`config.mk`:
```
export PLATFORM = sky130hd
export DESIGN_NAME = mulseq_ctrl
export DESIGN_NICKNAME = d
export VERILOG_FILES = /design/src/rtl/mulseq_pkg.sv /design/src/rtl/mulseq_demux2.sv /design/src/rtl/mulseq_enc_seq.sv /design/src/rtl/mulseq_oh_seq.sv /design/src/rtl/mulseq_strobes.sv /design/src/rtl/mulseq_ctrl.sv
export SDC_FILE = /design/constraint.sdc
export NUM_CORES = 1
export LEC_CHECK = 0
export BUFFER_PORTS_ARGS = -buffer_cell sky130_fd_sc_hd__buf_2
export CAP_MARGIN = 5
export CELL_PAD_IN_SITES_DETAIL_PLACEMENT = 0
export CELL_PAD_IN_SITES_GLOBAL_PLACEMENT = 2
export CORE_AREA = 2 2 39 41
export CTS_CLUSTER_DIAMETER = 80
export CTS_CLUSTER_SIZE = 24
export DETAILED_ROUTE_END_ITERATION = 8
export DIE_AREA = 0 0 41 43
export GPL_TIMING_DRIVEN = 1
export PLACE_DENSITY_LB_ADDON = 0.1
export SKIP_CTS_REPAIR_TIMING = 1
export SYNTH_ARGS = -nofsm -noshare
export SYNTH_HDL_FRONTEND = slang
export SYNTH_SLANG_ARGS = --single-unit
export TNS_END_PERCENT = 50
```
`constraint.sdc`:
```
create_clock -name clk -period 0.8 [get_ports clk]
set_clock_uncertainty 0.1 [all_clocks]
set_input_delay 0.08 -clock clk [delete_from_list [all_inputs] [get_ports clk]]
set_output_delay 0.08 -clock clk [all_outputs]
set_load 0.01 [all_outputs]
```
`src/rtl/mulseq_pkg.sv`:
```
package mulseq_pkg;

   // build selection values for SEQ_STYLE
   localparam int unsigned SEQ_ENCODED = 0;
   localparam int unsigned SEQ_ONEHOT  = 1;

   // state counts and widths
   localparam int unsigned N_STATES = 3;
   localparam int unsigned CODE_W   = $clog2(N_STATES);

   // positions in the decoded state vector
   localparam int unsigned OH_IDLE = 0;
   localparam int unsigned OH_ADD  = 1;
   localparam int unsigned OH_SHF  = 2;

   // encoded state codes, high bit first; the fourth code is unused
   typedef enum logic [CODE_W-1:0] {
      CODE_IDLE = 2'b00,
      CODE_ADD  = 2'b01,
      CODE_SHF  = 2'b10
   } st_code_e;

endpackage

```
`src/rtl/mulseq_demux2.sv`:
```
// 1-to-2 demultiplexer: routes the enable onto the branch chosen by sel.
module mulseq_demux2 (
   input  logic en,
   input  logic sel,
   output logic out0,
   output logic out1
);
   always_comb begin
      out0 = en & ~sel;
      out1 = en &  sel;
   end
endmodule

```
`src/rtl/mulseq_enc_seq.sv`:
```
// Encoded build: code register followed by a decoder.
module mulseq_enc_seq
   import mulseq_pkg::*;
#(
   parameter int unsigned NS = N_STATES
) (
   input  logic          clk,
   input  logic          rst_n,
   input  logic          go,
   input  logic          cnt_zero,
   output logic [NS-1:0] st_oh
);
   localparam int unsigned CW = $clog2(NS);

   logic [CW-1:0] code_q;
   logic          hi_d, lo_d;

   // decoder; the unused code decodes to no state at all
   always_comb begin
      st_oh          = '0;
      st_oh[OH_IDLE] = (code_q == CODE_IDLE);
      st_oh[OH_ADD]  = (code_q == CODE_ADD);
      st_oh[OH_SHF]  = (code_q == CODE_SHF);
   end

   // next-state bits from the decoded lines; with no line active both
   // bits are zero, so the unused code falls back to idle on the next edge
   always_comb begin
      hi_d = st_oh[OH_ADD];
      lo_d = (st_oh[OH_IDLE] & go) | (st_oh[OH_SHF] & ~cnt_zero);
   end

   always_ff @(posedge clk) begin
      if (!rst_n) code_q <= CODE_IDLE;
      else        code_q <= {hi_d, lo_d};
   end
endmodule

```
`src/rtl/mulseq_oh_seq.sv`:
```
// One flip-flop per state, built from demultiplexers and OR junctions.
module mulseq_oh_seq
   import mulseq_pkg::*;
#(
   parameter int unsigned NS = N_STATES
) (
   input  logic          clk,
   input  logic          rst_n,
   input  logic          go,
   input  logic          cnt_zero,
   output logic [NS-1:0] st_oh
);
   logic [NS-1:0] st_q;
   logic [NS-1:0] st_d;
   logic          idle_wait, idle_start, shf_loop, shf_done;

   // decision on go, entered from idle
   mulseq_demux2 i_go_dmx (
      .en   (st_q[OH_IDLE]),
      .sel  (go),
      .out0 (idle_wait),
      .out1 (idle_start)
   );

   // decision on counter zero, entered from the shift state
   mulseq_demux2 i_zero_dmx (
      .en   (st_q[OH_SHF]),
      .sel  (cnt_zero),
      .out0 (shf_loop),
      .out1 (shf_done)
   );

   // junctions
   always_comb begin
      st_d          = '0;
      st_d[OH_IDLE] = idle_wait | shf_done;
      st_d[OH_ADD]  = idle_start | shf_loop;
      st_d[OH_SHF]  = st_q[OH_ADD];
   end

   // one D flip-flop per state; only idle is set by reset
   for (genvar g = 0; g < NS; g++) begin : g_ff
      localparam logic RST_VAL = (g == OH_IDLE);
      always_ff @(posedge clk) begin
         if (!rst_n) st_q[g] <= RST_VAL;
         else        st_q[g] <= st_d[g];
      end
   end

   assign st_oh = st_q;
endmodule

```
`src/rtl/mulseq_strobes.sv`:
```
// Control strobes from the decoded state (shared by both builds).
module mulseq_strobes
   import mulseq_pkg::*;
#(
   parameter int unsigned NS = N_STATES
) (
   input  logic [NS-1:0] st_oh,
   input  logic          go,
   input  logic          mplr_bit,
   output logic          init,
   output logic          add_en,
   output logic          clr_carry,
   output logic          shift_dec
);
   logic start;

   always_comb begin
      start     = st_oh[OH_IDLE] & go;
      init      = start;
      add_en    = st_oh[OH_ADD] & mplr_bit;
      clr_carry = start | st_oh[OH_SHF];
      shift_dec = st_oh[OH_SHF];
   end
endmodule

```
`src/rtl/mulseq_ctrl.sv`:
```
module mulseq_ctrl
   import mulseq_pkg::*;
#(
   parameter int unsigned SEQ_STYLE = SEQ_ENCODED
) (
   input  logic                clk,
   input  logic                rst_n,
   input  logic                go,
   input  logic                cnt_zero,
   input  logic                mplr_bit,
   output logic                init,
   output logic                add_en,
   output logic                clr_carry,
   output logic                shift_dec,
   output logic [N_STATES-1:0] state_oh
);
   logic [N_STATES-1:0] st_w;

   initial begin : p_param_chk
      if (SEQ_STYLE != SEQ_ENCODED && SEQ_STYLE != SEQ_ONEHOT)
         $error("mulseq_ctrl: SEQ_STYLE must be 0 or 1, got %0d", SEQ_STYLE);
   end

   if (SEQ_STYLE == SEQ_ONEHOT) begin : g_onehot
      mulseq_oh_seq #(.NS(N_STATES)) i_seq (
         .clk      (clk),
         .rst_n    (rst_n),
         .go       (go),
         .cnt_zero (cnt_zero),
         .st_oh    (st_w)
      );
   end else begin : g_encoded
      mulseq_enc_seq #(.NS(N_STATES)) i_seq (
         .clk      (clk),
         .rst_n    (rst_n),
         .go       (go),
         .cnt_zero (cnt_zero),
         .st_oh    (st_w)
      );
   end

   mulseq_strobes #(.NS(N_STATES)) i_strb (
      .st_oh     (st_w),
      .go        (go),
      .mplr_bit  (mplr_bit),
      .init      (init),
      .add_en    (add_en),
      .clr_carry (clr_carry),
      .shift_dec (shift_dec)
   );

   assign state_oh = st_w;
endmodule

```
==> flow_summary.json <==
{
  "fmax_ghz": 0.881,
  "diodes": 0,
  "fp.dieW_um": 41,
  "fp.dieArea_um2": 1760,
  "syn_to_final_growth_pct": 130,
  "maxSlewViolCount": 0,
  "initial_core_util_pct": 8.14,
  "synth_top_area_share_pct": 35.6,
  "syn_inst": 13,
  "dp_cells": 39,
  "clockBufferDepth": 2,
  "synth_cell_types": 9,
  "die_height_um": 43,
  "yosysWarningCount": 0,
  "dp_hpwl_um": 266,
  "slew_headroom_pct": 93.6,
  "ioPinCount": 12,
  "final_util_pct": 18.7,
  "syn-cell-area_um2": 113,
  "clkSinkCount": 2,
  "track_usage_pct": 4.91,
  "finalCritPeriodShare_pct": 142,
  "cts_root_buffer": "clkbuf_4",
  "grt_overflow_total": 0,
  "drt-wirelength-per-cell_um": 7.71,
  "clkTransAtPathRegs_ns": 0.03,
  "clk_latency_ns": 0.22,
  "h-tree-depth": 1,
  "setup_ws_ns": -0.335,
  "synth_area_per_cell_um2": 8.66,
  "hold_violations": 2,
  "synthTopCellsByArea": "dfxtp_1, and2_1, buf_4",
  "required_ns": 0.62,
  "vdd_drop_max_mv": 0.372,
  "critPathArrivalTime_ns": 0.96,
  "grt_pass1_wl_um": 489,
  "portBuffers": 11,
  "reg.largest.list": "g_encoded.i_seq.code_q: 2 flops",
  "nFillCells": 162,
  "path_cells": "nor2b_4 > and2_4 > buf_6",
  "synth-seq-area-share_pct": 35.6,
  "cpPeakStageDelay_ns": 0.34,
  "layoutNonFillerInstCount": 42,
  "drive_above_1_share_pct": 88.5,
  "min_path_type": "input port to register",
  "nets": 33,
  "gp_congestion": 0.525,
  "setup_viol_count_final": 9,
  "synthFlopType": "dfxtp_1",
  "drc_errors": 0,
  "crit_slowest_cell": "dfxtp_2",
  "top_register": "g_encoded.i_seq.code_q",
  "ys_top_cells_by_count": "and2_1, buf_4, dfxtp_1",
  "largest_reg_flops": 2,
  "leakagePower_uw": 0.000124,
  "netlist.top_cell.by_area": "dfxtp_1",
  "power_density_nw_per_um2": 1740,
  "start_kind": "register",
  "wl_um": 324,
  "core_area_um2": 1380,
  "timing.final.crit_period_ns": 1.14,
  "cts_buffers": 3,
  "rsz0062_at_grt": "true",
  "via_per_inst": 3.07,
  "crit_type": "register to output pin",
  "ys_ff_latch": 2,
  "cts_tree": "built",
  "holdWs_ns": -0.0251,
  "worstPathMaxFanout": 4,
  "rows": 14,
  "worst-slew-pin-transition_ns": 0.0958,
  "first_pass_iters": 1,
  "synth_fp_nets": 18,
  "drt_iter0_markers": 0,
  "grt_max_degree": 6,
  "grt_pass1_vias": 139,
  "status": "finished, violations left",
  "synth_edf_count": 0,
  "antenna_found_initial": 0,
  "via_count": 129,
  "postRouteAntennaNets": 0,
  "maxCapViolCount": 0,
  "ys_async_sr_fraction_pct": 0,
  "violations": "hold timing, setup timing",
  "yosysMostFrequentCell": "and2_1",
  "end_kind": "output pin"
}
[kinds of logic after synthesis]
logic type | count (synthesis) | share of synthesized area (%)
AOI/OAI and AO/OA | 1 | 8.89
buffers and inverters | 2 | 13.3
DFF | 2 | 35.6
and+or+nand+nor | 8 | 42.2
[metrics by stage]
| step | hold slack, ns | cell area (µm²) | total power, µW | worst slack, ns | TNS [ns] |
|---|---|---|---|---|---|
| 2_1_floorplan | 0.102 | 134 | 178 | -0.0932 | -0.276 |
| 3_3_place_gp | 0.206 | 201 | 214 | -0.143 | -0.564 |
| 3_5_place_dp | 0.207 | 201 | 214 | -0.146 | -0.560 |
| 4_1_cts | -0.0278 | 224 | 447 | -0.392 | -2.22 |
| 5_1_grt | -0.0207 | 259 | 473 | -0.382 | -2.38 |
| 6_report | -0.0251 | 259 | 451 | -0.335 | -2.03 |
[final timing paths]
check,slack [ns],cells past startpoint,endpoint,start
setup / recovery,-0.34,3,add_en,g_encoded.i_seq.code_q[0]
hold / removal,-0.03,2,g_encoded.i_seq.code_q[1],rst_n
setup reg to reg,-0.12,2,g_encoded.i_seq.code_q[0],g_encoded.i_seq.code_q[1]
hold reg to reg,0.50,2,g_encoded.i_seq.code_q[0],g_encoded.i_seq.code_q[1]
[layout make-up]
| type | count | area [µm²] | share of cell area (%) |
|---|---|---|---|
| sequential | 2 | 45.0 | 17.4 |
| timing repair buffer | 12 | 87.6 | 33.8 |
| clock buffer | 3 | 22.5 | 8.70 |
| tap | 16 | 20.0 | 7.73 |
| multi-input combinational | 9 | 83.8 | 32.4 |
[placed cells by master, fill, tap and decap left out]
cell	count
dfxtp_2	1
o21ba_4	1
buf_4	1
dfxtp_4	1
clkbuf_4	3
buf_6	4
and2_1	1
nor2b_4	2
nand2_1	1
and2_4	2
nor2_2	1
buf_2	7
and3_1	1
[layer usage]
layer,global-route usage (%),wire length (µm)
met1,3.83,107
met2,5.94,190
met3,3.14,26
met5,0,0
met4,8.00,0
[worst max-delay path: cells and delay by family (launching register included)]
family / cells / cell delay [ns]
DFF: 1 / 0.34
and+or+nand+nor: 2 / 0.30
buffers and inverters: 1 / 0.09
[report_power, final]
| group | internal, µW | switching (µW) | leakage (µW) |
|---|---|---|---|
| sequential | 106 | 9.01 | 0.0000175 |
| clock | 165 | 55.5 | 0.0000138 |
| combinational | 73.3 | 41.3 | 0.0000930 |
Power figures use the tool's default switching activity.
